### src/rtl/mon_tap_pkg.sv
package mon_tap_pkg;
    typedef enum logic {
        SEL_BINARY = 1'b0,
        SEL_RING   = 1'b1
    } sel_style_e;
endpackage

### src/rtl/mon_tap_ctr.sv
module mon_tap_ctr
    import mon_tap_pkg::*;
#(
    parameter int         NPTS  = 8,
    parameter sel_style_e STYLE = SEL_BINARY
) (
    input  logic            clk,
    input  logic            srst,
    input  logic            adv,
    output logic [NPTS-1:0] sel
);
    localparam int AW = $clog2(NPTS);

    generate
        if (STYLE == SEL_BINARY) begin : g_bin
            typedef struct packed {
                logic [AW-1:0] addr;
            } bin_st_t;

            bin_st_t st_d, st_q;

            always_comb begin
                st_d = st_q;
                if (srst) begin
                    st_d.addr = '0;
                end else if (adv) begin
                    st_d.addr = st_q.addr + AW'(1);
                end
            end

            always_ff @(posedge clk) begin
                st_q <= st_d;
            end

            always_comb begin
                sel = '0;
                sel[st_q.addr] = 1'b1;
            end
        end else begin : g_ring
            typedef struct packed {
                logic [NPTS-1:0] ring;
            } ring_st_t;

            ring_st_t st_d, st_q;

            always_comb begin
                st_d = st_q;
                if (srst) begin
                    st_d.ring = {{(NPTS-1){1'b0}}, 1'b1};
                end else if (adv) begin
                    st_d.ring = {st_q.ring[NPTS-2:0], st_q.ring[NPTS-1]};
                end
            end

            always_ff @(posedge clk) begin
                st_q <= st_d;
            end

            assign sel = st_q.ring;
        end
    endgenerate
endmodule

### src/rtl/mon_tap_sel.sv
module mon_tap_sel #(
    parameter int NPTS = 8
) (
    input  logic            test_en,
    input  logic            func_out,
    input  logic [NPTS-1:0] mon_pts,
    input  logic [NPTS-1:0] sel,
    output logic            pin_out
);
    logic [NPTS-1:0] gated;
    logic            picked;

    genvar gi;
    generate
        for (gi = 0; gi < NPTS; gi++) begin : g_gate
            assign gated[gi] = mon_pts[gi] & sel[gi];
        end
    endgenerate

    always_comb begin
        picked  = |gated;
        pin_out = test_en ? picked : func_out;
    end
endmodule

### src/rtl/mon_tap.sv
module mon_tap
    import mon_tap_pkg::*;
#(
    parameter int         ADDR_W = 3,
    parameter sel_style_e STYLE  = SEL_BINARY
) (
    input  logic                   clk,
    input  logic                   srst,
    input  logic                   test_en,
    input  logic                   func_out,
    input  logic [(1<<ADDR_W)-1:0] mon_pts,
    output logic                   pin_out
);
    localparam int NPTS = 1 << ADDR_W;

    logic [NPTS-1:0] sel_w;

    mon_tap_ctr #(.NPTS(NPTS), .STYLE(STYLE)) u_ctr (
        .clk  (clk),
        .srst (srst),
        .adv  (test_en),
        .sel  (sel_w)
    );

    mon_tap_sel #(.NPTS(NPTS)) u_sel (
        .test_en  (test_en),
        .func_out (func_out),
        .mon_pts  (mon_pts),
        .sel      (sel_w),
        .pin_out  (pin_out)
    );
endmodule

### config.mk
export PLATFORM = sky130hd
export DESIGN_NAME = mon_tap
export DESIGN_NICKNAME = d
export VERILOG_FILES = /design/src/rtl/mon_tap_pkg.sv /design/src/rtl/mon_tap_ctr.sv /design/src/rtl/mon_tap_sel.sv /design/src/rtl/mon_tap.sv
export SDC_FILE = /design/constraint.sdc
export NUM_CORES = 1
export LEC_CHECK = 0
export ABC_CLOCK_PERIOD_IN_PS = 1400
export BUFFER_PORTS_ARGS = -buffer_cell sky130_fd_sc_hd__buf_2
export CORE_AREA = 2 2 39 41
export DETAILED_ROUTE_END_ITERATION = 7
export DIE_AREA = 0 0 41 43
export HOLD_SLACK_MARGIN = 0.06
export PLACE_DENSITY = 0.37
export SLEW_MARGIN = 0
export SYNTH_ARGS = -nofsm -noshare
export SYNTH_HDL_FRONTEND = slang
export SYNTH_SLANG_ARGS = --single-unit
### constraint.sdc
create_clock -name clk -period 1.4 [get_ports clk]
set_input_delay 0.14 -clock clk [delete_from_list [all_inputs] [get_ports clk]]
set_output_delay 0.14 -clock clk [all_outputs]
set_load 0.005 [all_outputs]
* Word level (Yosys, flattened, before mapping)
Index checks and enable logic that the tools add are counted.
Storage, ports and cells: register bits after elaboration 3, bits of input ports 12, word-level logic and storage cells 17
Cells by class: add/sub/neg operators 1, magnitude comparators 2, mux-type cells 3, bitwise gates (word level) 8, reductions and logical operators 2
Operators with widths (number):
- 1-bit AND | 8
- 8-bit OR reduction | 1
- 3-bit by 4-bit < comparator with 1-bit output (second input constant) | 1
- 3-bit by 1-bit adder with 3-bit output (second input constant) | 1
- 1-bit demux with 3-bit select | 1
- 3-bit by 1-bit >= comparator with 1-bit output (second input constant) | 1
- 1-bit 2-to-1 mux | 2
- 1-bit logical AND | 1

* Logic depth before layout (Yosys ltp)
depth after elaboration 7, depth in mapped cells 4

* Modules after synthesis
A second synthesis with hierarchy kept.
Unflattened totals: cells, all modules 28, area, all modules 259.0 µm²
By module, submodules not included:
- mon_tap_ctr | instances 1, cells each 22, area each 201.4 µm², sequential area each 60.1 µm²
- mon_tap_sel | instances 1, cells each 6, area each 57.6 µm², sequential area each 0.0 µm²

* Worst setup path after synthesis
OpenSTA, ideal clock, no wires.
path kind register to output, start point register u_ctr.g_bin.st_q[0] (netlist bit), end point output pin_out, arrival time 1.142 ns, setup slack 0.118 ns, cell stages (with the launch flop) 5, cells stage by stage dfxtp_1 > buf_6 > mux2i_1 > mux4_2 > mux2i_1
On the way: word-level cells in the longest chain between the ends 7, elaborated cells between the ends (all ways) 15, classes of those cells order compare (2); mux (3); bitwise (8); reduce/logical (2)
RTL lines:
- start: declaration | line mon_tap_ctr.sv:20 | bin_st_t st_d, st_q;
- start signal: assignment | line mon_tap_ctr.sv:32 | st_q <= st_d;
- 3-bit by 4-bit < comparator with 1-bit output (not written as such) / 3-bit by 1-bit >= comparator with 1-bit output (equally long branches) | line mon_tap_ctr.sv:37 | sel[st_q.addr] = 1'b1;
- 1-bit logical AND (not written as such) | line mon_tap_ctr.sv:37
- 1-bit 2-to-1 mux (not written as such) | line mon_tap_ctr.sv:37
- 1-bit demux with 3-bit select *
- 1-bit AND | line mon_tap_sel.sv:16 | assign gated[gi] = mon_pts[gi] & sel[gi];
- 8-bit OR reduction * | line mon_tap_sel.sv:21 | picked = |gated;
- 1-bit 2-to-1 mux * | line mon_tap_sel.sv:22 | pin_out = test_en ? picked : func_out;
- end: declaration | line mon_tap.sv:12 | output logic pin_out
Mark *: on every way between the ends. The rest lies on a longest branch, timed or not.

* Final worst setup path
Same ends and word-level chain as after synthesis.

==> impl_results.md <==
- Final cell count without fillers: roughly 50
- Die H: around 43 um
- Comb pwr share: 19.6%
- Area Growth Syn to Fin: 52.5%
- Final hold violations: 0
- Share of the synthesized area in the top cell type: 29.6%
- Rel. slew slack: a little over 90%
- Min-delay src: srst
- Post-route antenna net violation count: 0
- Number of flops mapped to enable cells by yosys: 0
- Final nets: between 40 and 50
- Sw Pwr: 76.4 uW
- Failing checks: setup timing
- Critical Path RT: between 1 and 1.5 ns
- Largest net degree at the start of global routing: 6
- Post-Synth Simple-Gate Area: between 7 and 8%
- GP Congestion: between 0.6 and 0.7
- Async S/R FF share, synth: 0%
- Largest family of logic cells by synthesized area: multiplexers
- CTS buffer count: 3
- Drt first pass iters: 2
- Commonest cells in the netlist: 6 x mux2i_1, 3 x dfxtp_1, 3 x nor2_1
- H-tree depth: 1
- Largest Register: u_ctr.g_bin.st_q
- Placement Rows: 14
- Worst-skew pair later-pin latency: approximately 0.23 ns
- Worst Reg-to-Reg Cells: 5
- Unrepaired setup endpoints after global routing: yes
- Root Buffer: clkbuf_4
- Initial Utilization: approximately 15%
- Multi-input gate area: between 100 and 150 um2
- Mux contribution to synthesized area: between 40% and 50%
- First-pass GRT wire length: about 760 um
- Period utilisation layout: 112%
- Reg-to-reg startpoint: u_ctr.g_bin.st_q[0]
- Power density cells: 1020 nW/um2
- Adder-cell share of the synthesized area: under 10%
- Post-synth cell types: 10
- CTS tree: built
- Reg-to-reg endpoint: u_ctr.g_bin.st_q[2]
- Synth top area cells: dfxtp_1 30%, mux2i_1 30%, mux4_2 11%
- Post-synthesis cell area: between 200 and 250 um2
- Initial antenna violation count: 0
- CTS Hold Buffers Added: 0
- Max Cap Violations: 0
- Overall power: around 320 uW
- Mapped Avg Cell Area: 10.7 um2
- Final global-route overflow total: 0
- Yosys top cell by area: dfxtp_1
- Fmax: 0.640 GHz
- Gate Count Post-Synth: 19
- Vias: roughly 200
- Max Slew Vio Count: 0
- Hold Crit Class: primary input to register
- Core area: 1380 um2
- Critical Path Source Type: register
- IO Count: 13
- Routed vias/inst: 3.84
- Antenna diodes: 0
- Drt drc: 0
- Internal power: 240 uW
- Worst VDD drop: ~0.38 mV
- Detailed Route Iter0 Violations: 2
- Worst Hold End: u_ctr.g_bin.st_q[0]
- FILL cells: 160
- Setup slack, reg-to-reg: slightly above 0.3 ns
- Compound-cell area share of the yosys netlist: 0%
- Most used DFF post-synth: dfxtp_1
- Leakage: 0.000151 uW
- Max FFs per register: 3
- WL final: between 500 and 600 um
- GRT Resource Usage Total: 7.23%
- Vias in the first global route: 207
- Die area: around 1800 um2
- Fin Hold WS: 0.0833 ns
- CTS sink count: 3
- Post-DP HPWL: 416 um
- CP Capture Type: output pin
- Worst EP arrival: around 1.4 ns
- Placed Instances: 47
- # setup viols final: 1
- Status: complete, but fails checks
- Clk_skew: roughly 0.0021 ns
- Share of layout cells above drive strength 1: between 50 and 60%
- Dpl ws: -0.0557 ns
- Slew of the pin with the lowest slew margin: approximately 0.13 ns
- Buffers on Ports: 12
- Hold path depth: 2
- Power share of the sequential group: between 30% and 40%
- Fin Setup TNS: -0.164 ns
- Kind of critical path: register to output pin
- Sw Ratio: between 20% and 30%
- Final worst path period need: approximately 1.6 ns
- Clock Power Share: between 40% and 50%
- Syn_nets: 32
- XOR/XNOR Fraction of Synth Area: slightly below 9%
- Storage cell area: 63.8 um2
- Routed wire per std cell: approximately 10 um
- Top Registers: u_ctr.g_bin.st_q x3
- Ys Warns: 0
- CTS clk-pin slew, worst paths: 0.04 ns
- Sequential-to-total area share from yosys stat: 29.6%
- Max Fanout on Critical Path: 5
- Most frequent cell after synthesis: mux2i_1
- Synthesis-stage register bit count: 3
- Clock buffer depth: 2
- Die width: 41 um
- Setup bufs post-CTS: 0
- Setup WS post-layout: -0.164 ns
[stage by stage]
| stage | instance area (um2) | util, % |
|---|---|---|
| floorplan | 203 | - |
| detailed placement | 279 | 20.2 |
| finish | 309 | 22.3 |
| global placement | 279 | 20.2 |
| global route | 309 | 22.3 |
| CTS | 309 | 22.3 |
[worst max path at each step]
stage,startpoint,end,slack [ns],cells past startpoint
floorplan,u_ctr.g_bin.st_q[0],pin_out,0.12,4
detailed placement,u_ctr.g_bin.st_q[0],pin_out,-0.06,4
global placement,u_ctr.g_bin.st_q[0],pin_out,0.002,4
finish,u_ctr.g_bin.st_q[0],pin_out,-0.16,4
CTS,u_ctr.g_bin.st_q[0],pin_out,-0.19,4
global route,u_ctr.g_bin.st_q[0],pin_out,-0.22,4
[kinds of logic (layout without fill, tap and decap cells)]
logic type               after synthesis  in the layout
multiplexers                           7              7
AND/OR/NAND/NOR                        4              4
flip-flops                             3              3
XOR/XNOR                               2              2
buffers and inverters                  2             18
adder cells (fa/ha/maj)                1              1
[placed cells by master (no fill, tap or decap)]
cell type,instances
nand2_1,1
xnor2_1,1
dfxtp_1,2
buf_2,12
mux2i_1,6
mux4_2,1
dfxtp_4,1
inv_1,1
clkbuf_4,3
clkbuf_1,1
xor2_1,1
nor2_1,3
buf_4,1
ha_1,1
[power by group through the flow]
stage / Sequential [uW] / Combinational (uW) / Clock, uW
2_1_floorplan: 97.5 / 43.3 / 0
3_3_place_gp: 103 / 60.0 / 0
3_5_place_dp: 104 / 63.4 / 0
4_1_cts: 103 / 64.0 / 161
5_1_grt: 104 / 71.2 / 168
6_report: 102 / 62.0 / 152
[final cells by class]
class	count	share of cell area [%]
Tap cell	16	6.48
Clock buffer	4	8.50
Multi-Input combinational cell	14	41.3
Timing Repair Buffer	13	21.9
Sequential cell	3	20.6
Inverter	1	1.21
[layer usage]
metal,GRT usage (%),up-vias,routed length (um)
met5,0,-,0
met4,10.0,0,21
met3,2.09,4,89
met2,10.9,15,211
met1,5.79,81,194
li1,-,96,-
[worst max-delay path, cell delays in order, from the launching register on]
cell and delay (ns):
dfxtp_4 0.36, mux2i_1 0.12, mux4_2 0.45, mux2i_1 0.13, buf_2 0.13
[repair_timing]
item | 4_1_cts | 5_1_grt
gates cloned | 0 | 0
hold endpoints to repair | 0 | 0
gates resized for setup | 2 | 0
endpoints found under the setup margin | 1 | 1
(Power assumes the default switching activity.)
